--- config.mk ---
export PLATFORM = sky130hd
export DESIGN_NAME = eject_inject_stage
export DESIGN_NICKNAME = d
export VERILOG_FILES = /design/src/rtl/ejinj_pkg.sv /design/src/rtl/ejinj_eject_pick.sv /design/src/rtl/ejinj_inject_place.sv /design/src/rtl/eject_inject_stage.sv
export SDC_FILE = /design/constraint.sdc
export NUM_CORES = 1
export LEC_CHECK = 0
export CAP_MARGIN = 10
export CORE_ASPECT_RATIO = 1.25
export CORE_MARGIN = 2
export CORE_UTILIZATION = 44
export CTS_BUF_LIST = sky130_fd_sc_hd__clkbuf_16
export CTS_CLUSTER_DIAMETER = 200
export DETAILED_ROUTE_END_ITERATION = 12
export GPL_TIMING_DRIVEN = 0
export PLACE_DENSITY_LB_ADDON = 0.15
export SLEW_MARGIN = 20
export SYNTH_ARGS = -nofsm -noshare
export SYNTH_HDL_FRONTEND = slang
export SYNTH_SLANG_ARGS = --single-unit
--- constraint.sdc ---
create_clock -name clk -period 7.1 [get_ports clk]
set_input_delay 1.065 -clock clk [delete_from_list [all_inputs] [get_ports clk]]
set_output_delay 1.065 -clock clk [all_outputs]
set_load 0.02 [all_outputs]
--- src/rtl/ejinj_pkg.sv ---
package ejinj_pkg;
  // Default geometry shared by stage and bench
  localparam int DEF_NCH    = 4;
  localparam int DEF_ADDR_W = 3;
  localparam int DEF_DATA_W = 8;
endpackage

--- src/rtl/ejinj_eject_pick.sv ---
module ejinj_eject_pick #(
  parameter int NCH = 4
) (
  input  logic           clk,
  input  logic           rst,
  input  logic [NCH-1:0] cand,
  input  logic [NCH-1:0] gold,
  output logic [NCH-1:0] grant
);
  logic [NCH-1:0] gold_cand;
  logic [NCH-1:0] req;
  logic           seen;

  assign gold_cand = cand & gold;
  assign req       = (|gold_cand) ? gold_cand : cand;

  always_comb begin
    seen  = 1'b0;
    grant = '0;
    for (int i = 0; i < NCH; i++) begin
      grant[i] = req[i] & ~seen;
      seen     = seen | req[i];
    end
  end


  golden_first_chk: assert property (@(posedge clk) disable iff (rst)
    (|gold_cand) |-> (|(grant & gold)));

  single_eject_chk: assert property (@(posedge clk) disable iff (rst)
    $onehot0(grant) && ((|cand) == (|grant)));
endmodule

--- src/rtl/ejinj_inject_place.sv ---
module ejinj_inject_place #(
  parameter int NCH = 4
) (
  input  logic           clk,
  input  logic           rst,
  input  logic [NCH-1:0] occupied,
  input  logic           req,
  output logic           ready,
  output logic [NCH-1:0] grant
);
  logic [NCH-1:0] free_ch;
  logic           seen;

  assign free_ch = ~occupied;
  assign ready   = |free_ch;

  always_comb begin
    seen  = 1'b0;
    grant = '0;
    for (int i = 0; i < NCH; i++) begin
      grant[i] = req & free_ch[i] & ~seen;
      seen     = seen | free_ch[i];
    end
  end


  inject_free_slot_chk: assert property (@(posedge clk) disable iff (rst)
    (grant & occupied) == '0);
endmodule

--- src/rtl/eject_inject_stage.sv ---
module eject_inject_stage
  import ejinj_pkg::*;
#(
  parameter int NCH    = DEF_NCH,
  parameter int ADDR_W = DEF_ADDR_W,
  parameter int DATA_W = DEF_DATA_W,
  localparam int FLIT_W = 1 + ADDR_W + DATA_W
) (
  input  logic                  clk,
  input  logic                  rst,
  input  logic [ADDR_W-1:0]     local_addr,
  input  logic [NCH-1:0]        ch_in_valid,
  input  logic [NCH*FLIT_W-1:0] ch_in_flit,
  input  logic                  inj_valid,
  input  logic [FLIT_W-1:0]     inj_flit,
  output logic                  inj_ready,
  output logic [NCH-1:0]        ch_out_valid,
  output logic [NCH*FLIT_W-1:0] ch_out_flit,
  output logic                  ej_valid,
  output logic [FLIT_W-1:0]     ej_flit
);
  localparam int GOLD_BIT = FLIT_W - 1;

  logic [NCH-1:0]        cand, gold, ej_grant, remain, inj_grant;
  logic [NCH-1:0]        next_valid;
  logic [NCH*FLIT_W-1:0] next_flit;
  logic [FLIT_W-1:0]     ej_sel;

  for (genvar i = 0; i < NCH; i++) begin : g_field
    assign cand[i] = ch_in_valid[i] &&
      (ch_in_flit[i*FLIT_W+DATA_W +: ADDR_W] == local_addr);
    assign gold[i] = ch_in_flit[i*FLIT_W + GOLD_BIT];
    assign next_flit[i*FLIT_W +: FLIT_W] = inj_grant[i] ? inj_flit
                                         : ch_in_flit[i*FLIT_W +: FLIT_W];
  end

  ejinj_eject_pick #(.NCH(NCH)) u_pick (
    .clk(clk), .rst(rst), .cand(cand), .gold(gold), .grant(ej_grant)
  );

  assign remain = ch_in_valid & ~ej_grant;

  ejinj_inject_place #(.NCH(NCH)) u_place (
    .clk(clk), .rst(rst), .occupied(remain), .req(inj_valid),
    .ready(inj_ready), .grant(inj_grant)
  );

  assign next_valid = remain | inj_grant;

  always_comb begin
    ej_sel = '0;
    for (int i = 0; i < NCH; i++)
      ej_sel = ej_sel | ({FLIT_W{ej_grant[i]}} & ch_in_flit[i*FLIT_W +: FLIT_W]);
  end

  always_ff @(posedge clk) begin
    if (rst) begin
      ch_out_valid <= '0;
      ch_out_flit  <= '0;
      ej_valid     <= 1'b0;
      ej_flit      <= '0;
    end else begin
      ch_out_valid <= next_valid;
      ch_out_flit  <= next_flit;
      ej_valid     <= |ej_grant;
      ej_flit      <= ej_sel;
    end
  end

  // Marks cycles whose predecessor was out of reset
  logic live_q;
  always_ff @(posedge clk) live_q <= !rst;


  flit_conserve_chk: assert property (@(posedge clk) disable iff (rst)
    live_q |-> ($countones(ch_out_valid) + 32'(ej_valid) ==
                $past($countones(ch_in_valid)) + 32'($past(inj_valid && inj_ready))));

  eject_addr_chk: assert property (@(posedge clk) disable iff (rst)
    (live_q && ej_valid) |-> (ej_flit[DATA_W +: ADDR_W] == $past(local_addr)));

  ready_full_chk: assert property (@(posedge clk) disable iff (rst)
    !inj_ready |-> (&ch_in_valid));

  reset_clear_chk: assert property (@(posedge clk)
    $past(rst) |-> (ch_out_valid == '0 && !ej_valid));
endmodule

=== Word-level counts from Yosys, hierarchy flattened ===
Cells that the tools add are included.

* Register bits after elaboration: 65
* Bits in latches: 0
* Memory bits (writable): 0
* ROM bits: 0
* Input bits: 70
* Word-level logic and storage cells: 52
* Memories kept: 0

* Add/subtract/negate cells: 0
* $mul: 0
* Div/mod/pow operators: 0
* Magnitude comparators: 0
* Equal/unequal tests: 4
* Shift operators: 0
* Mux-type cells: 5
* Bitwise logic cells: 32
* Reduce and logical (&&, ||, !) cells: 7

{| class="wikitable"
|+ Operators by type and width
! kind !! number
|-
| $and 12x12->12 || 4
|-
| $mux 12 || 4
|-
| $or 12x12->12 || 3
|-
| $eq 3x3->1 || 4
|-
| $reduce_or 4->1 || 3
|-
| $and 1x1->1 || 10
|-
| $and 4x4->4 || 2
|-
| $not 4->4 || 2
|-
| $not 1->1 || 6
|-
| $logic_and 1x1->1 || 4
|-
| $mux 4 || 1
|-
| $or 1x1->1 || 4
|-
| $or 4x4->4 || 1
|}

=== Longest topological paths before layout ===
* Word-level depth: 17
* Mapped depth: 8
* Gate-level depth less buffers: 7

=== Modules after synthesis ===
A second synthesis with hierarchy kept.

* Cells, all modules: 268
* Area total of the unflattened synthesis: 2761.4 um^2

{| class="wikitable"
|+ By module, submodules not included
! module !! times used !! cells an instance !! area each (um^2)
|-
| eject_inject_stage || 1 || 245 || 2600.0
|-
| ejinj_eject_pick || 1 || 17 || 102.6
|-
| ejinj_inject_place || 1 || 6 || 58.8
|}

=== Worst setup path after synthesis ===
OpenSTA, ideal clock, no wires.

* Kind: input to output
* Start: input local_addr[2]
* End: output inj_ready
* Data arrival time: 2996 ps
* Required time: 6035 ps
* Slack: 3039 ps
* Stages: 7
* Path buffers: 0
* Path through: xor2_1 > or4b_4 > a21oi_1 > o22ai_1 > nor3_1 > nand2b_1 > or4_1

* Word-level cells in the longest chain between the ends: 13
* Elaborated cells between the ends (all ways): 23

{| class="wikitable"
|+ RTL lines
! item !! RTL line !! RTL
|-
| from (decl) || eject_inject_stage.sv:11 || <nowiki>input logic [ADDR_W-1:0] local_addr,</nowiki>
|-
| $eq 3x3->1 || eject_inject_stage.sv:31 || <nowiki>(ch_in_flit[i*FLIT_W+DATA_W +: ADDR_W] == local_addr);</nowiki>
|-
| $logic_and 1x1->1 || eject_inject_stage.sv:30 || <nowiki>assign cand[i] = ch_in_valid[i] &&</nowiki>
|-
| $and 4x4->4 || ejinj_eject_pick.sv:14 || <nowiki>assign gold_cand = cand & gold;</nowiki>
|-
| $reduce_or 4->1 || ejinj_eject_pick.sv:15 || <nowiki>assign req = (|gold_cand) ? gold_cand : cand;</nowiki>
|-
| $mux 4 * || ejinj_eject_pick.sv:15 ||
|-
| $or 1x1->1 (2 in a row) || ejinj_eject_pick.sv:22 || <nowiki>seen = seen | req[i];</nowiki>
|-
| $not 1->1 || ejinj_eject_pick.sv:21 || <nowiki>grant[i] = req[i] & ~seen;</nowiki>
|-
| $and 1x1->1 || ejinj_eject_pick.sv:21 ||
|-
| $not 4->4 * || eject_inject_stage.sv:41 || <nowiki>assign remain = ch_in_valid & ~ej_grant;</nowiki>
|-
| $and 4x4->4 * || eject_inject_stage.sv:41 ||
|-
| $not 4->4 * || ejinj_inject_place.sv:14 || <nowiki>assign free_ch = ~occupied;</nowiki>
|-
| $reduce_or 4->1 * || ejinj_inject_place.sv:15 || <nowiki>assign ready = |free_ch;</nowiki>
|-
| to (decl) || eject_inject_stage.sv:16 || <nowiki>output logic inj_ready,</nowiki>
|}

Every way passes the cells marked *; elsewhere a longest branch is shown, timed or not.

=== Final worst setup path ===
Same ends and word-level chain as after synthesis.

==> key figures <==
Setup path
  • CP Capture Type: output pin
  • Worst path depth: 9
  • Required time of the critical path: 6030 ps
  • CP Cell Sequence: clkdlybuf4s50_1 -> xor2_1 -> or4b_4 -> a21oi_1 -> o22ai_1 -> nor3_1 -> nand2b_1 -> or4_1 -> clkdlybuf4s50_1
  • Critical path endpoint: inj_ready
  • CP arrival: 4380 ps
  • Crit path buf inv count: 2
  • Crit-path max cell delay: 630 ps
  • CP dominant cell by count: clkdlybuf4s50_1
  • CP Launch Point: local_addr[2]
  • CP delay by family, top: simple AND/OR/NAND/NOR gates
  • Crit Path Category: input port to output pin
  • Critical-path top delay cell: nor3_1
  • Worst-path fanout max: 6
  • Crit start category: input port

Synth
  • Syn Area/Cell: 9.76 um^2
  • Synth Warn #: 0
  • Yosys reg bits: 65
  • Synthesized instance count: 289
  • Sequential share of the synthesized area: 46.1%
  • Cell variety after synth: 32
  • Syn nets: 359
  • Cell area after synthesis: 2820 um^2

Global route
  • Initial antenna violation count: 0
  • Vias in the first global route: 2826
  • Total gr overflow: 0
  • Largest net degree at the start of global routing: 11
  • First-pass GRT wire length: 13700 um
  • GRT Total Usage: 26.5%

Die
  • Die area: 7070 um^2
  • Core box area: 6210 um^2
  • Initial Util: 45.4%
  • Die height: 93.5 um
  • IO Count: 136
  • Die W: 75.6 um
  • # rows: 32

Finish
  • Final Instance Count excl. Fillers: 524
  • # fillers: 484
  • Inserted Diodes: 0
  • Most common cell after layout, fill and taps aside: clkdlybuf4s50_1
  • Final net count: 505
  • Share of cells above drive strength 1: 4.56%
  • Layout area overhead: 60.6%
  • Util after Layout: 73.0%
  • Most frequent cells in the layout: 135 x clkdlybuf4s50_1, 65 x dfxtp_1, 48 x mux2i_1, 37 x nand2b_1, 35 x nor2_1

Flow run
  • Max-cap violation count: 0

Detailed routing
  • Avg WL per Cell: 17.5 um
  • Vias: 2793
  • Uppermost layer routed: met4
  • Routed WL: 9170 um
  • Detailed Routing Iterations Pass 1: 7
  • DR vias/cell: 5.33
  • Metal1 wirelength: 3460 um
  • Wire length on met3: 745 um
  • Met2 WL post-DR: 4670 um
  • Drt initial violations: 164
  • Detail Route Antenna Nets: 0
  • DRC: 0

Hold path
  • Worst hold path type: input port to register
  • Hold Crit Start: ch_in_flit[27]

STA
  • Fin. Hold Viols: 0
  • Worst Tran Pin Value: 740 ps
  • Max-Slew Margin vs Limit: 50.7%
  • Total negative slack: 0 ps
  • Fin crit period: 5440 ps
  • Final period util: 76.6%
  • Fmax: 184 MHz
  • Worst setup margin: 1660 ps
  • Slew Viols, Final: 0
  • # setup viols final: 0
  • RSZ-0062 raised after global routing: no

Power
  • LEAKAGE: 0.00181 uW
  • Power Dens Cells: 218 nW/um^2
  • IR drop worst, VDD: 0.165 mV

Clock tree
  • Clock sink total: 65
  • CTS Hold Buffers Added: 0
  • CTS root buf: clkbuf_16
  • Num CTS Buffers: 9
  • Post-CTS sizing: 0
  • Clk pin slew, worst setup/hold paths: 50 ps
  • H-tree depth: 3
  • CTS max path bufs: 2
  • Post-CTS Setup Bufs: 0
  • CTS tree: yes

Placed design
  • Routability Congestion: 0.910
  • Port Buffers: 135
  • Worst slack, placed: 1760 ps
  • Dpl cells: 509
  • DP HPWL: 6530 um

Run status
  • Status: finished clean
## synth_stat cells
master | count | area, um^2
nor3_1 | 1 | 5.00
o32a_1 | 1 | 10.0
o21bai_1 | 1 | 7.51
inv_1 | 6 | 22.5
a222oi_1 | 11 | 110
a2111oi_4 | 1 | 27.5
or4b_4 | 2 | 27.5
a211o_1 | 1 | 8.76
or4_1 | 2 | 15.0
o21ai_1 | 1 | 5.00
and2_4 | 1 | 8.76
dfxtp_1 | 65 | 1300
a22o_1 | 1 | 8.76
mux2i_1 | 48 | 480
nand2b_1 | 37 | 231
a22oi_1 | 1 | 7.51
nand4_1 | 2 | 12.5
nand3_1 | 1 | 5.00
buf_6 | 1 | 11.3
clkbuf_1 | 12 | 45.0
nor4_1 | 1 | 6.26
nor2_1 | 35 | 131
xnor2_1 | 4 | 35.0
o2bb2a_1 | 1 | 10.0
a211oi_1 | 2 | 15.0
buf_2 | 3 | 15.0
a21oi_1 | 19 | 95.1
nand2_1 | 16 | 60.1
or4_4 | 1 | 11.3
o22ai_1 | 2 | 12.5
xor2_1 | 8 | 70.1
o31ai_1 | 1 | 7.51
## layer usage
layer  up-vias  GRT usage (%)
met5         -              0
met4         0           16.8
met3        27           4.85
met2       165           44.1
met1      1293           30.3
li1       1308              -
## report_power, final
group          total [uW]  internal, uW  switching, uW
clock                 380           228            152
sequential            395           389           5.94
combinational         212           107            105
## registers in the layout, indices dropped and copies added, names as in the netlist
signal,flops
ej_valid,1
ch_out_valid,4
ch_out_flit,48
ej_flit,12
## area by class of cell
class / instances / area (um^2) / share of cell area [%]
Clock inverter: 6 / 27.5 / 0.608
Tap cell: 85 / 106 / 2.35
Multi-Input combinational cell: 202 / 1430 / 31.5
Buffer: 16 / 71.3 / 1.57
Timing Repair Buffer: 135 / 1350 / 29.8
Clock buffer: 9 / 225 / 4.97
Sequential cell: 65 / 1300 / 28.7
Inverter: 6 / 22.5 / 0.497
## stage by stage
stage	cell area, um^2	hold slack [ps]	power (uW)
CTS	4530	1330	988
global route	4530	1350	1030
finish	4530	1330	988
floorplan	2820	1180	497
detailed placement	4280	1660	612
global placement	4280	1660	610
## worst min-delay path by stage
stage                                 end  cells after the start
after floorplan           ch_out_valid[0]                      2
after global placement         ej_flit[6]                      3
after detailed placement       ej_flit[6]                      3
after CTS                      ej_flit[6]                      3
after global routing           ej_flit[2]                      3
final                          ej_flit[3]                      3
## logic make-up (layout without fill, tap and decap cells)
| family | Yosys count | in the layout | synth area share (%) |
|---|---|---|---|
| and+or+nand+nor | 99 | 99 | 18.2 |
| DFF | 65 | 65 | 46.1 |
| muxes | 48 | 48 | 17.0 |
| AOI/OAI and AO/OA | 43 | 43 | 11.5 |
| buffers and inverters | 22 | 172 | 3.33 |
| xor gates and xnor gates | 12 | 12 | 3.73 |
(Power assumes the default switching activity.)
